[src/rtl/sinc3_decim_pkg.sv]
// Shared constant functions for the sinc-cubed decimator.
// Assumes an even boxcar length, so that the tap count 3*box-2 is even.
package sinc3_decim_pkg;

    // Number of ways to write k as a+b+c with each term in [0, box-1].
    function automatic int box3_coef(input int box, input int k);
        int cnt;
        int d;
        cnt = 0;
        for (int a = 0; a < box; a++) begin
            for (int b = 0; b < box; b++) begin
                d = k - a - b;
                if (d >= 0 && d < box) cnt++;
            end
        end
        return cnt;
    endfunction

    // Length of three convolved boxcars.
    function automatic int tap_count(input int box);
        return 3 * box - 2;
    endfunction

    // Signed width that holds +/- box^3.
    function automatic int out_width(input int box);
        return $clog2(box * box * box + 1) + 1;
    endfunction

    // Unsigned width of the largest (central) coefficient.
    function automatic int coef_width(input int box);
        return $clog2(box3_coef(box, tap_count(box) / 2 - 1) + 1);
    endfunction

endpackage

[src/rtl/sinc3_phase_ctr.sv]
// Window position counter shared by both channels.
// Counts accepted bits modulo TAPS and flags the cycles that close a window.
// The first window must be complete before anything is emitted.
// Assumes that DECIM is a power of two and divides TAPS.
module sinc3_phase_ctr #(
    parameter int  TAPS  = 64,
    parameter int  DECIM = 16,
    localparam int IDX_W = $clog2(TAPS),
    localparam int SUB_W = $clog2(DECIM)
) (
    input  logic             clk,
    input  logic             rst_n,
    input  logic             in_valid,
    output logic [IDX_W-1:0] pos,
    output logic             emit
);

    localparam logic [IDX_W-1:0] LAST = IDX_W'(TAPS - 1);

    logic warm;

    // Advance the position on each accepted bit; note when the first window is full.
    always_ff @(posedge clk) begin
        if (!rst_n) begin
            pos  <= '0;
            warm <= 1'b0;
        end else if (in_valid) begin
            pos <= (pos == LAST) ? '0 : pos + 1'b1;
            if (pos == LAST) warm <= 1'b1;
        end
    end

    // A window closes on every DECIM-th bit, once the first full window has been seen.
    always_comb begin
        emit = in_valid && (pos[SUB_W-1:0] == {SUB_W{1'b1}}) && (warm || pos == LAST);
    end

endmodule

[src/rtl/sinc3_coef_rom.sv]
// Constant coefficient lookup.
// Stores only the lower half of the symmetric response and mirrors upper positions onto it.
// Values come from the package function at elaboration.
module sinc3_coef_rom
    import sinc3_decim_pkg::*;
#(
    parameter int  BOX_LEN = 22,
    localparam int TAPS    = tap_count(BOX_LEN),
    localparam int IDX_W   = $clog2(TAPS),
    localparam int UNIQ    = TAPS / 2,
    localparam int U_W     = $clog2(UNIQ),
    localparam int COEF_W  = coef_width(BOX_LEN)
) (
    input  logic [IDX_W-1:0]  idx,
    output logic [COEF_W-1:0] coef
);

    logic [COEF_W-1:0] tbl [UNIQ];
    logic [U_W-1:0]    fold;

    for (genvar g = 0; g < UNIQ; g++) begin : g_tbl
        localparam int CV = box3_coef(BOX_LEN, g);
        assign tbl[g] = COEF_W'(CV);
    end

    // Mirror the upper half of the window onto the stored half, then look up.
    always_comb begin
        if (idx >= IDX_W'(UNIQ)) fold = U_W'(IDX_W'(TAPS - 1) - idx);
        else                     fold = idx[U_W-1:0];
        coef = tbl[fold];
    end

endmodule

[src/rtl/sinc3_lane.sv]
// One channel of the decimator.
// PHASES accumulators are offset by DECIM bits. Each one adds or subtracts the
// coefficient for its own window position, and clears when its window closes.
// The sum of the closing window is registered when emit is high.
// Assumes that only one accumulator closes on any accepted bit.
module sinc3_lane
    import sinc3_decim_pkg::*;
#(
    parameter int  BOX_LEN = 22,
    parameter int  DECIM   = 16,
    localparam int TAPS    = tap_count(BOX_LEN),
    localparam int IDX_W   = $clog2(TAPS),
    localparam int PHASES  = TAPS / DECIM,
    localparam int COEF_W  = coef_width(BOX_LEN),
    localparam int OUT_W   = out_width(BOX_LEN)
) (
    input  logic                    clk,
    input  logic                    rst_n,
    input  logic                    in_valid,
    input  logic                    bit_in,
    input  logic [IDX_W-1:0]        pos,
    input  logic                    emit,
    output logic signed [OUT_W-1:0] sample
);

    logic signed [OUT_W-1:0] total [PHASES];
    logic [PHASES-1:0]       fin;
    logic signed [OUT_W-1:0] picked;

    for (genvar j = 0; j < PHASES; j++) begin : g_slot
        localparam int OFF = j * DECIM;

        logic [IDX_W:0]          shifted;
        logic [IDX_W-1:0]        idx;
        logic [COEF_W-1:0]       coef;
        logic signed [OUT_W-1:0] mag;
        logic signed [OUT_W-1:0] term;
        logic signed [OUT_W-1:0] acc_q;

        // Position of the current bit inside this accumulator's window.
        always_comb begin
            shifted = {1'b0, pos} + (IDX_W + 1)'(TAPS - OFF);
            if (shifted >= (IDX_W + 1)'(TAPS)) idx = IDX_W'(shifted - (IDX_W + 1)'(TAPS));
            else                               idx = shifted[IDX_W-1:0];
        end

        sinc3_coef_rom #(.BOX_LEN(BOX_LEN)) u_rom (
            .idx  (idx),
            .coef (coef)
        );

        // Turn the bit into a signed coefficient contribution.
        always_comb begin
            mag  = $signed({{(OUT_W - COEF_W){1'b0}}, coef});
            term = bit_in ? mag : -mag;
        end

        assign total[j] = acc_q + term;
        assign fin[j]   = (idx == IDX_W'(TAPS - 1));

        // Accumulate across the window, then restart from zero after its last bit.
        always_ff @(posedge clk) begin
            if (!rst_n)        acc_q <= '0;
            else if (in_valid) acc_q <= fin[j] ? '0 : total[j];
        end
    end

    // Pick the sum of the window that closes this cycle.
    always_comb begin
        picked = '0;
        for (int j = 0; j < PHASES; j++) begin
            if (fin[j]) picked = total[j];
        end
    end

    // Hold the most recent completed window sum.
    always_ff @(posedge clk) begin
        if (!rst_n)    sample <= '0;
        else if (emit) sample <= picked;
    end

endmodule

[src/rtl/sinc3_decim.sv]
// Stereo one-bit sinc-cubed decimator, top level.
// One shared position counter drives two independent channel lanes.
// out_valid pulses in the cycle after each window closes.
module sinc3_decim
    import sinc3_decim_pkg::*;
#(
    parameter int  BOX_LEN = 22,
    parameter int  DECIM   = 16,
    localparam int OUT_W   = out_width(BOX_LEN)
) (
    input  logic                    clk,
    input  logic                    rst_n,
    input  logic                    in_valid,
    input  logic                    bit_left,
    input  logic                    bit_right,
    output logic                    out_valid,
    output logic signed [OUT_W-1:0] out_left,
    output logic signed [OUT_W-1:0] out_right
);

    localparam int TAPS  = tap_count(BOX_LEN);
    localparam int IDX_W = $clog2(TAPS);
    localparam int CHANS = 2;

    logic [IDX_W-1:0]        pos;
    logic                    emit;
    logic [CHANS-1:0]        bits;
    logic signed [OUT_W-1:0] samp [CHANS];

    assign bits = {bit_right, bit_left};

    sinc3_phase_ctr #(.TAPS(TAPS), .DECIM(DECIM)) u_ctr (
        .clk      (clk),
        .rst_n    (rst_n),
        .in_valid (in_valid),
        .pos      (pos),
        .emit     (emit)
    );

    for (genvar c = 0; c < CHANS; c++) begin : g_lane
        sinc3_lane #(.BOX_LEN(BOX_LEN), .DECIM(DECIM)) u_lane (
            .clk      (clk),
            .rst_n    (rst_n),
            .in_valid (in_valid),
            .bit_in   (bits[c]),
            .pos      (pos),
            .emit     (emit),
            .sample   (samp[c])
        );
    end

    assign out_left  = samp[0];
    assign out_right = samp[1];

    // Register the emit pulse so that it lines up with the registered samples.
    always_ff @(posedge clk) begin
        if (!rst_n) out_valid <= 1'b0;
        else        out_valid <= emit;
    end

endmodule

[config.mk]
export PLATFORM = sky130hd
export DESIGN_NAME = sinc3_decim
export DESIGN_NICKNAME = d
export VERILOG_FILES = /design/src/rtl/sinc3_decim_pkg.sv /design/src/rtl/sinc3_phase_ctr.sv /design/src/rtl/sinc3_coef_rom.sv /design/src/rtl/sinc3_lane.sv /design/src/rtl/sinc3_decim.sv
export SDC_FILE = /design/constraint.sdc
export NUM_CORES = 1
export LEC_CHECK = 0
export ABC_AREA = 1
export BUFFER_PORTS_ARGS = -buffer_cell sky130_fd_sc_hd__buf_4
export CORE_ASPECT_RATIO = 0.8
export CORE_MARGIN = 2
export CORE_UTILIZATION = 60
export CTS_BUF_LIST = sky130_fd_sc_hd__clkbuf_16
export CTS_CLUSTER_SIZE = 40
export DETAILED_ROUTE_END_ITERATION = 6
export PLACE_DENSITY = 0.83
export SLEW_MARGIN = 20
export SYNTH_ARGS = -nofsm -noshare
export SYNTH_HDL_FRONTEND = slang
export SYNTH_SLANG_ARGS = --single-unit
[constraint.sdc]
create_clock -name clk -period 6 [get_ports clk]
set_clock_uncertainty 0.05 [all_clocks]
set_input_delay 0 -clock clk [delete_from_list [all_inputs] [get_ports clk]]
set_output_delay 0 -clock clk [all_outputs]
set_load 0.005 [all_outputs]
==> flow_metrics.tcl, run 1 <==
set metrics [dict create \
    pwr_density_cell_mw_per_mm2 252 \
    cts_buffers 17 \
    startpoint_type "flop" \
    synthCells 2267 \
    final_cells 2590 \
    worst_path_largest_cell_delay_ns 0.47 \
    min_setup_slack_post_route_ns 0.349 \
    synth.distinct_cells 62 \
    cts_max_level 4 \
    critical_path.max_fanout 8 \
    async_flop_share_pct 0 \
    clock-sinks 158 \
    hold-worst-slack_ns 0.402 \
    tightest_slew_ns 1.12 \
    first_global_vias 14400 \
    grt_pass1_wl_mm 73.7 \
    power.share.switching_pct 41.7 \
    clock_tree_from_tritoncts "built" \
    worst_path_max_delay_cell "dfxtp_2" \
    insertedDiodeCount 0 \
    cp_data_required_time_ns 6.33 \
    insertion_delay_to_the_later_sink_of_the_worst_skew_pair_ns 0.46 \
    globalplace.congestion 1.01 \
    synth_area_per_cell_um2 6.52 \
    path_class "reg -> reg" \
    io_pins 36 \
    worstPathArrival_ns 5.98 \
    leak_nw 7.56 \
    mostFrequentLayoutCells "nand2_1, a21oi_1, inv_1" \
    fin_nets 2420 \
    post_synth_and_or_nand_nor_area_fraction_pct 29.1 \
    netSwitchingPower_w 0.00166 \
    synth_compound_area_share_pct 19.9 \
    mappedNetlistArea_mm2 0.0148 \
    r2r_slack_ns 0.35 \
    post_drt_wl_per_cell_um 18.1 \
    highest_ir_drop_seen_on_vdd_mv 0.223 \
    fin_crit_sh_pct 94.2 \
    finalCriticalPeriod_ns 5.65 \
    reg2reg_depth 35 \
    synth.net_count 2428 \
    drive_above_1_share_pct 9.86 \
    detail_route.drc_violations 0 \
    row_count 51 \
    largest_family_of_logic_cells_by_synthesized_area "simple AND/OR/NAND/NOR gates" \
    initial_utilization_pct 61.0 \
    post-route-util_pct 65.4 \
    synth_seq_area_share_pct 21.4 \
    final_common_cell "nand2_1" \
    area_growth_syn_to_layout_pct 7.18 \
    worstHoldStart "u_ctr.warm" \
    drt-initial-drc-count 1711 \
    seq_power_share_pct 31.6 \
    outcome "finished, final reports clean" \
    fp.coreArea_mm2 0.0242 \
    hpwl_mm 33.9 \
    groute.usage.overall_pct 35.7 \
    path_common_cell "nand2_1" \
    synth_mux_area_share_pct 0 \
    floorplan.die.width_um 180 \
    synth_xor_xnor_area_share_pct 7.23 \
    grt.overflow.total 0 \
    number_of_synthesized_flops_with_an_enable_pin 0 \
    postRouteAntennaNets 0 \
    max_clock_freq_mhz 177 \
    final_hold_viol_count 0 \
    dieHeight_um 144 \
    worst_slew_margin_rel_pct 25.2 \
    placedCellCount 2554 \
    hold_path_depth 2 \
    portBuffers 35 \
    setup_viol 0 \
    worst_r2r_startpoint "u_ctr.pos[0]" \
    vias 15600 \
    route.detailed.vias_per_inst 6.03 \
    post-place-ws_ns 0.150 \
    cts.path.max_buffers 2 \
    drt-total-wl_mm 47.0 \
    comb_power_share_pct 42.0 \
    adder_cell_area_share_of_the_yosys_netlist_pct 13.6 \
    cell_internal_pwr_w 0.00233 \
    clock_tree.root_cell "clkbuf_16" \
    antenna_found_initial 1 \
    type_of_element_capturing_the_critical_path "flop" \
    timing.hold.worst.class "reg -> reg" \
    die_area_mm2 0.0259 \
    synth_warnings 0 \
    reg2reg_to "g_lane[1].u_lane.sample[13]" \
    total_power_w 0.00400 \
    slew_violations 0 \
    largest_net_degree_at_the_start_of_global_routing 89 \
    min_to "u_ctr.warm" \
    ys_ff_latch 158 \
    clk_transition_reported_paths_ns 0.07 \
    drv.max_cap_violation_count 0 \
    detailedRoute.firstPassIterationCount 6 \
    synth-main-ff-cell "dfxtp_1" \
    clkPwrFrac_pct 26.4 \
]
[synthesized netlist by cell type (34+ instances only)]
library cell | number | area [µm²]
nor2_1 | 114 | 428
inv_1 | 208 | 781
xor2_1 | 77 | 674
xnor2_1 | 40 | 350
dfxtp_1 | 158 | 3160
a21oi_1 | 243 | 1220
or2_2 | 34 | 213
ha_1 | 148 | 1850
o21ai_0 | 140 | 701
nand3_1 | 133 | 666
clkbuf_1 | 70 | 263
nand2_1 | 617 | 2320
[metrics by stage]
stage	instance area (µm²)	TNS [ns]
global route	15800	-0.0839
finish	15800	0
global placement	15200	0
detailed placement	15200	0
CTS	15800	0
floorplan	14800	0
[routing by layer]
layer	track usage [%]	vias to the layer above	wire length [µm]
met5	0	-	0
met4	12.5	0	1180
met3	8.96	108	5670
met2	57.4	858	20600
met1	46.8	7154	19600
li1	-	7499	-
[worst max path at each step]
| stage | start | to | slack [ns] | cells past startpoint |
|---|---|---|---|---|
| floorplan | u_ctr.pos[4] | g_lane[0].u_lane.sample[14] | 1.08 | 28 |
| global placement | u_ctr.pos[1] | g_lane[1].u_lane.sample[13] | 0.29 | 35 |
| detailed placement | u_ctr.pos[1] | g_lane[1].u_lane.sample[13] | 0.15 | 35 |
| CTS | u_ctr.pos[1] | g_lane[1].u_lane.sample[13] | 0.07 | 35 |
| global route | u_ctr.pos[0] | g_lane[1].u_lane.sample[13] | -0.08 | 35 |
| finish | u_ctr.pos[0] | g_lane[1].u_lane.sample[13] | 0.35 | 35 |
[area by class of cell]
class | count | area (µm²)
fill | 2150 | 8400
multi-input combinational | 1787 | 10400
clock buffer | 17 | 425
clock inverter | 15 | 114
sequential | 158 | 3170
inverter | 227 | 858
timing repair buffer | 68 | 528
tap | 318 | 398
[cells by family after synthesis]
| group | Yosys count |
|---|---|
| adder cells (fa/ha/maj) | 156 |
| buffers and inverters | 322 |
| AND/OR/NAND/NOR | 989 |
| flip-flops | 158 |
| AO/OA/AOI/OAI | 523 |
| XOR/XNOR | 119 |
[flip-flops by register name, summed over array words and instances (netlist names)]
register,flops
g_lane.u_lane.sample,30
u_ctr.pos,6
out_valid,1
u_ctr.warm,1
g_lane.u_lane.g_slot.acc_q,120
[power groups by stage]
| stage | Clock [W] | Combinational (W) | Sequential, W |
|---|---|---|---|
| after global routing | 0.00109 | 0.00185 | 0.00128 |
| final | 0.00106 | 0.00168 | 0.00126 |
| after global placement | 0 | 0.00156 | 0.00128 |
| after detailed placement | 0 | 0.00161 | 0.00128 |
| after CTS | 0.00105 | 0.00163 | 0.00126 |
| after floorplan | 0 | 0.00126 | 0.00126 |
[critical path: cells and delay by family, from the launching register on]
family,cells,cell delay (ns)
buf+inv,2,0.22
compound gates,5,0.96
fa+ha+maj,4,1.20
simple gates,22,2.30
xor+xnor,2,0.39
flops,1,0.47
[timing repair]
| action | CTS | global route |
|---|---|---|
| hold buffers | 2 | 0 |
| endpoints found under the hold margin | 39 | 0 |
| buffers inserted | 0 | 2 |
| gates resized for setup | 0 | 11 |
| endpoints found under the setup margin | 0 | 17 |
Power figures use the tool's default switching activity.
==> inputs of run 2 (changes only) <==
--- a/config.mk
+++ b/config.mk
@@ -5,15 +5,14 @@
 export SDC_FILE = /design/constraint.sdc
 export NUM_CORES = 1
 export LEC_CHECK = 0
-export ABC_AREA = 1
-export BUFFER_PORTS_ARGS = -buffer_cell sky130_fd_sc_hd__buf_4
+export BUFFER_PORTS_ARGS = -buffer_cell sky130_fd_sc_hd__buf_2
 export CORE_ASPECT_RATIO = 0.8
 export CORE_MARGIN = 2
-export CORE_UTILIZATION = 60
+export CORE_UTILIZATION = 52
 export CTS_BUF_LIST = sky130_fd_sc_hd__clkbuf_16
 export CTS_CLUSTER_SIZE = 40
 export DETAILED_ROUTE_END_ITERATION = 6
-export PLACE_DENSITY = 0.83
+export PLACE_DENSITY = 0.74
 export SLEW_MARGIN = 20
 export SYNTH_ARGS = -nofsm -noshare
 export SYNTH_HDL_FRONTEND = slang
==> run 2 against run 1 <==
  * The flow now finishes with violations (DRC)
  * Routed wire length is 6.0% higher
  * Clock-buffer cell count stayed put
  * First-iteration DRC count is 10% lower
  * Combinational power is 7% higher
  * Sequential power hardly changed
  * Total power is 3.4% higher
  * Utilization is 7.1 points lower
  * Global-route usage is 3.4 points lower
  * Final cell count is 7.3% lower
  * Maximum frequency is 1.6% lower
  * Critical path type unchanged
  * Critical endpoint is now g_lane[1].u_lane.sample[14]
==> flow_metrics.tcl, run 2 <==
set metrics [dict create \
    route.detailed.vias_per_inst 6.46 \
    max_clock_freq_mhz 174 \
    post_drt_wl_per_cell_um 20.8 \
    antenna_found_initial 0 \
    synth-main-ff-cell "dfxtp_1" \
    slew_violations 0 \
    outcome "finished with violations" \
    pwr_density_cell_mw_per_mm2 250 \
    worstHoldStart "rst_n" \
    insertedDiodeCount 0 \
    cp_data_required_time_ns 6.32 \
    yosys.area.top_type_share_pct 21.0 \
    type_of_element_capturing_the_critical_path "flop" \
    largest_family_of_logic_cells_by_synthesized_area "compound AO/OA/AOI/OAI gates" \
    largest_net_degree_at_the_start_of_global_routing 88 \
    highest_ir_drop_seen_on_vdd_mv 0.194 \
    cts_max_level 4 \
    path_cells "inv_6, ha_4, buf_6, xor2_1, ha_2, inv_1, a21oi_1, o221ai_1, a221o_1, nor4b_4, buf_4, a31o_2, nor2_1, a21oi_1, ha_1, a21oi_2, o21a_1, a311o_1, nand3_2, o41ai_2, xnor3_1, o21ai_2, o221ai_1, a31oi_1" \
    cts.path.max_buffers 2 \
    vias 15500 \
    mostFrequentLayoutCells "nor2_1, a21oi_1, dfxtp_1" \
    clock-sinks 158 \
    mappedNetlistArea_mm2 0.0151 \
    grt_pass1_wl_mm 78.0 \
    synth.distinct_cells 87 \
    fin_nets 2178 \
    insertion_delay_to_the_later_sink_of_the_worst_skew_pair_ns 0.44 \
    post_synth_and_or_nand_nor_area_fraction_pct 21.0 \
    fin_crit_sh_pct 95.7 \
    floorplan.die.width_um 194 \
    tightest_slew_ns 1.18 \
    synth_compound_area_share_pct 28.4 \
    detailedRoute.firstPassIterationCount 7 \
    final_hold_viol_count 0 \
    area_growth_syn_to_layout_pct 9.79 \
    initial_utilization_pct 53.1 \
    synth_xor_xnor_area_share_pct 9.99 \
    clk_transition_reported_paths_ns 0.07 \
    startpoint_type "flop" \
    synth_seq_area_share_pct 21.0 \
    first_global_vias 14400 \
    r2r_slack_ns 0.26 \
    worst_r2r_startpoint "u_ctr.pos[5]" \
    path_class "reg -> reg" \
    violations "DRC" \
    register_ranked_first_by_flip_flop_count "g_lane.u_lane.g_slot.acc_q" \
    async_flop_share_pct 0 \
    reg2reg_to "g_lane[1].u_lane.sample[14]" \
    worst_path_largest_cell_delay_ns 0.46 \
    worstPathArrival_ns 6.07 \
    reg2reg_depth 24 \
    leak_nw 6.88 \
    synth.largest_area_cell "dfxtp_1" \
    number_of_synthesized_flops_with_an_enable_pin 0 \
    globalplace.congestion 1.00 \
    layout_top_registers "g_lane.u_lane.g_slot.acc_q: 120 flops, g_lane.u_lane.sample: 30 flops, u_ctr.pos: 6 flops" \
    detail_route.drc_violations 7 \
    fp.coreArea_mm2 0.0284 \
    finalCriticalPeriod_ns 5.74 \
    synthCells 2022 \
    hold_path_depth 2 \
    finalSetupTns_ns 0 \
    adder_cell_area_share_of_the_yosys_netlist_pct 13.3 \
    cts_buffers 17 \
    worst_path_max_delay_cell "a221o_1" \
    final_cells 2400 \
    drt-total-wl_mm 49.8 \
    io_pins 36 \
    clock_tree.root_cell "clkbuf_16" \
    row_count 55 \
    hpwl_mm 35.4 \
    post-route-util_pct 58.3 \
    portBuffers 35 \
    postRouteAntennaNets 0 \
    placedCellCount 2365 \
    synth_area_per_cell_um2 7.46 \
    drive_above_1_share_pct 10.4 \
    clock_tree_from_tritoncts "built" \
    synth_warnings 0 \
    timing.hold.worst.class "in -> reg" \
    grt.overflow.total 0 \
    setup_viol 0 \
    total_power_w 0.00413 \
    ys_ff_latch 158 \
    dieHeight_um 156 \
    critical_path.max_fanout 14 \
    synth.net_count 2183 \
    synth_common_cells "nor2_1, a21oi_1, dfxtp_1" \
    groute.usage.overall_pct 32.3 \
    min_to "g_lane[0].u_lane.g_slot[3].acc_q[14]" \
    final_common_cell "nor2_1" \
    synth_area_leaders "dfxtp_1, ha_1, nor2_1, a21oi_1, xnor2_1" \
    largest_register_ffs 120 \
    drt-initial-drc-count 1532 \
    synth.most_common_cell "nor2_1" \
    synth_mux_area_share_pct 1.24 \
    drv.max_cap_violation_count 0 \
    worst_slew_margin_rel_pct 21.2 \
    die_area_mm2 0.0304 \
]
-- run 2: report_power, final --
group / internal, W / switching [W]
sequential: 0.00118 / 0.0000842
clock: 0.000544 / 0.000526
combinational: 0.000744 / 0.00105
total: 0.00247 / 0.00166
-- run 2: final cells by class --
cell class / instances / area, µm²
clock buffers: 17 / 425
clock inverters: 15 / 129
fillers: 2540 / 11900
inverters: 63 / 249
multi-input cells: 1677 / 11400
flip-flops and latches: 158 / 3170
well taps: 370 / 463
repair buffers: 100 / 692
-- run 2: critical path: cells and delay by family, from the launching register on --
kind / cells / cell delay [ns]
AND/OR/NAND/NOR: 3 / 0.47
AO/OA/AOI/OAI: 12 / 2.67
adder cells (fa/ha/maj): 3 / 0.94
XOR/XNOR: 2 / 0.54
flip-flops: 1 / 0.38
buffers and inverters: 4 / 0.60
-- run 2: per-layer routing --
metal	vias up	track usage [%]	part of all wire, %	routed length [µm]
met1	7312	45.6	45	22200
met3	88	6.27	10	5010
met2	791	50.5	43	21600
li1	7319	-	-	-
met5	-	0	0	0
met4	0	8.17	2.0	977
-- run 2: through the flow --
step | area, µm² | worst slack (ns) | hold WS (ns)
3_3_place_gp | 15800 | 0.165 | 0.330
3_5_place_dp | 15800 | 0.109 | 0.327
6_report | 16600 | 0.257 | 0.0814
4_1_cts | 16300 | 0.0427 | 0.0663
5_1_grt | 16600 | -0.0583 | 0.0687
2_1_floorplan | 15200 | 0.00173 | 0.234
-- run 2: worst max-delay path by stage --
stage	start	end	slack, ns
2_1_floorplan	u_ctr.pos[4]	g_lane[1].u_lane.sample[14]	0.002
3_3_place_gp	u_ctr.pos[5]	g_lane[0].u_lane.sample[14]	0.16
3_5_place_dp	u_ctr.pos[5]	g_lane[1].u_lane.sample[14]	0.11
4_1_cts	u_ctr.pos[5]	g_lane[1].u_lane.sample[14]	0.04
5_1_grt	u_ctr.pos[5]	g_lane[1].u_lane.sample[14]	-0.06
6_report	u_ctr.pos[5]	g_lane[1].u_lane.sample[14]	0.26
-- run 2: timing repair --
action                                  4_1_cts  5_1_grt
endpoints found under the setup margin        0       33
resized for setup                             0       43
buffers inserted                              0        3
hold buffers                                  0        0
-- run 2: logic make-up after synthesis --
kind of cell	after synthesis
flops	158
buf+inv	187
xor+xnor	168
mux	17
compound gates	645
simple gates	691
fa+ha+maj	156
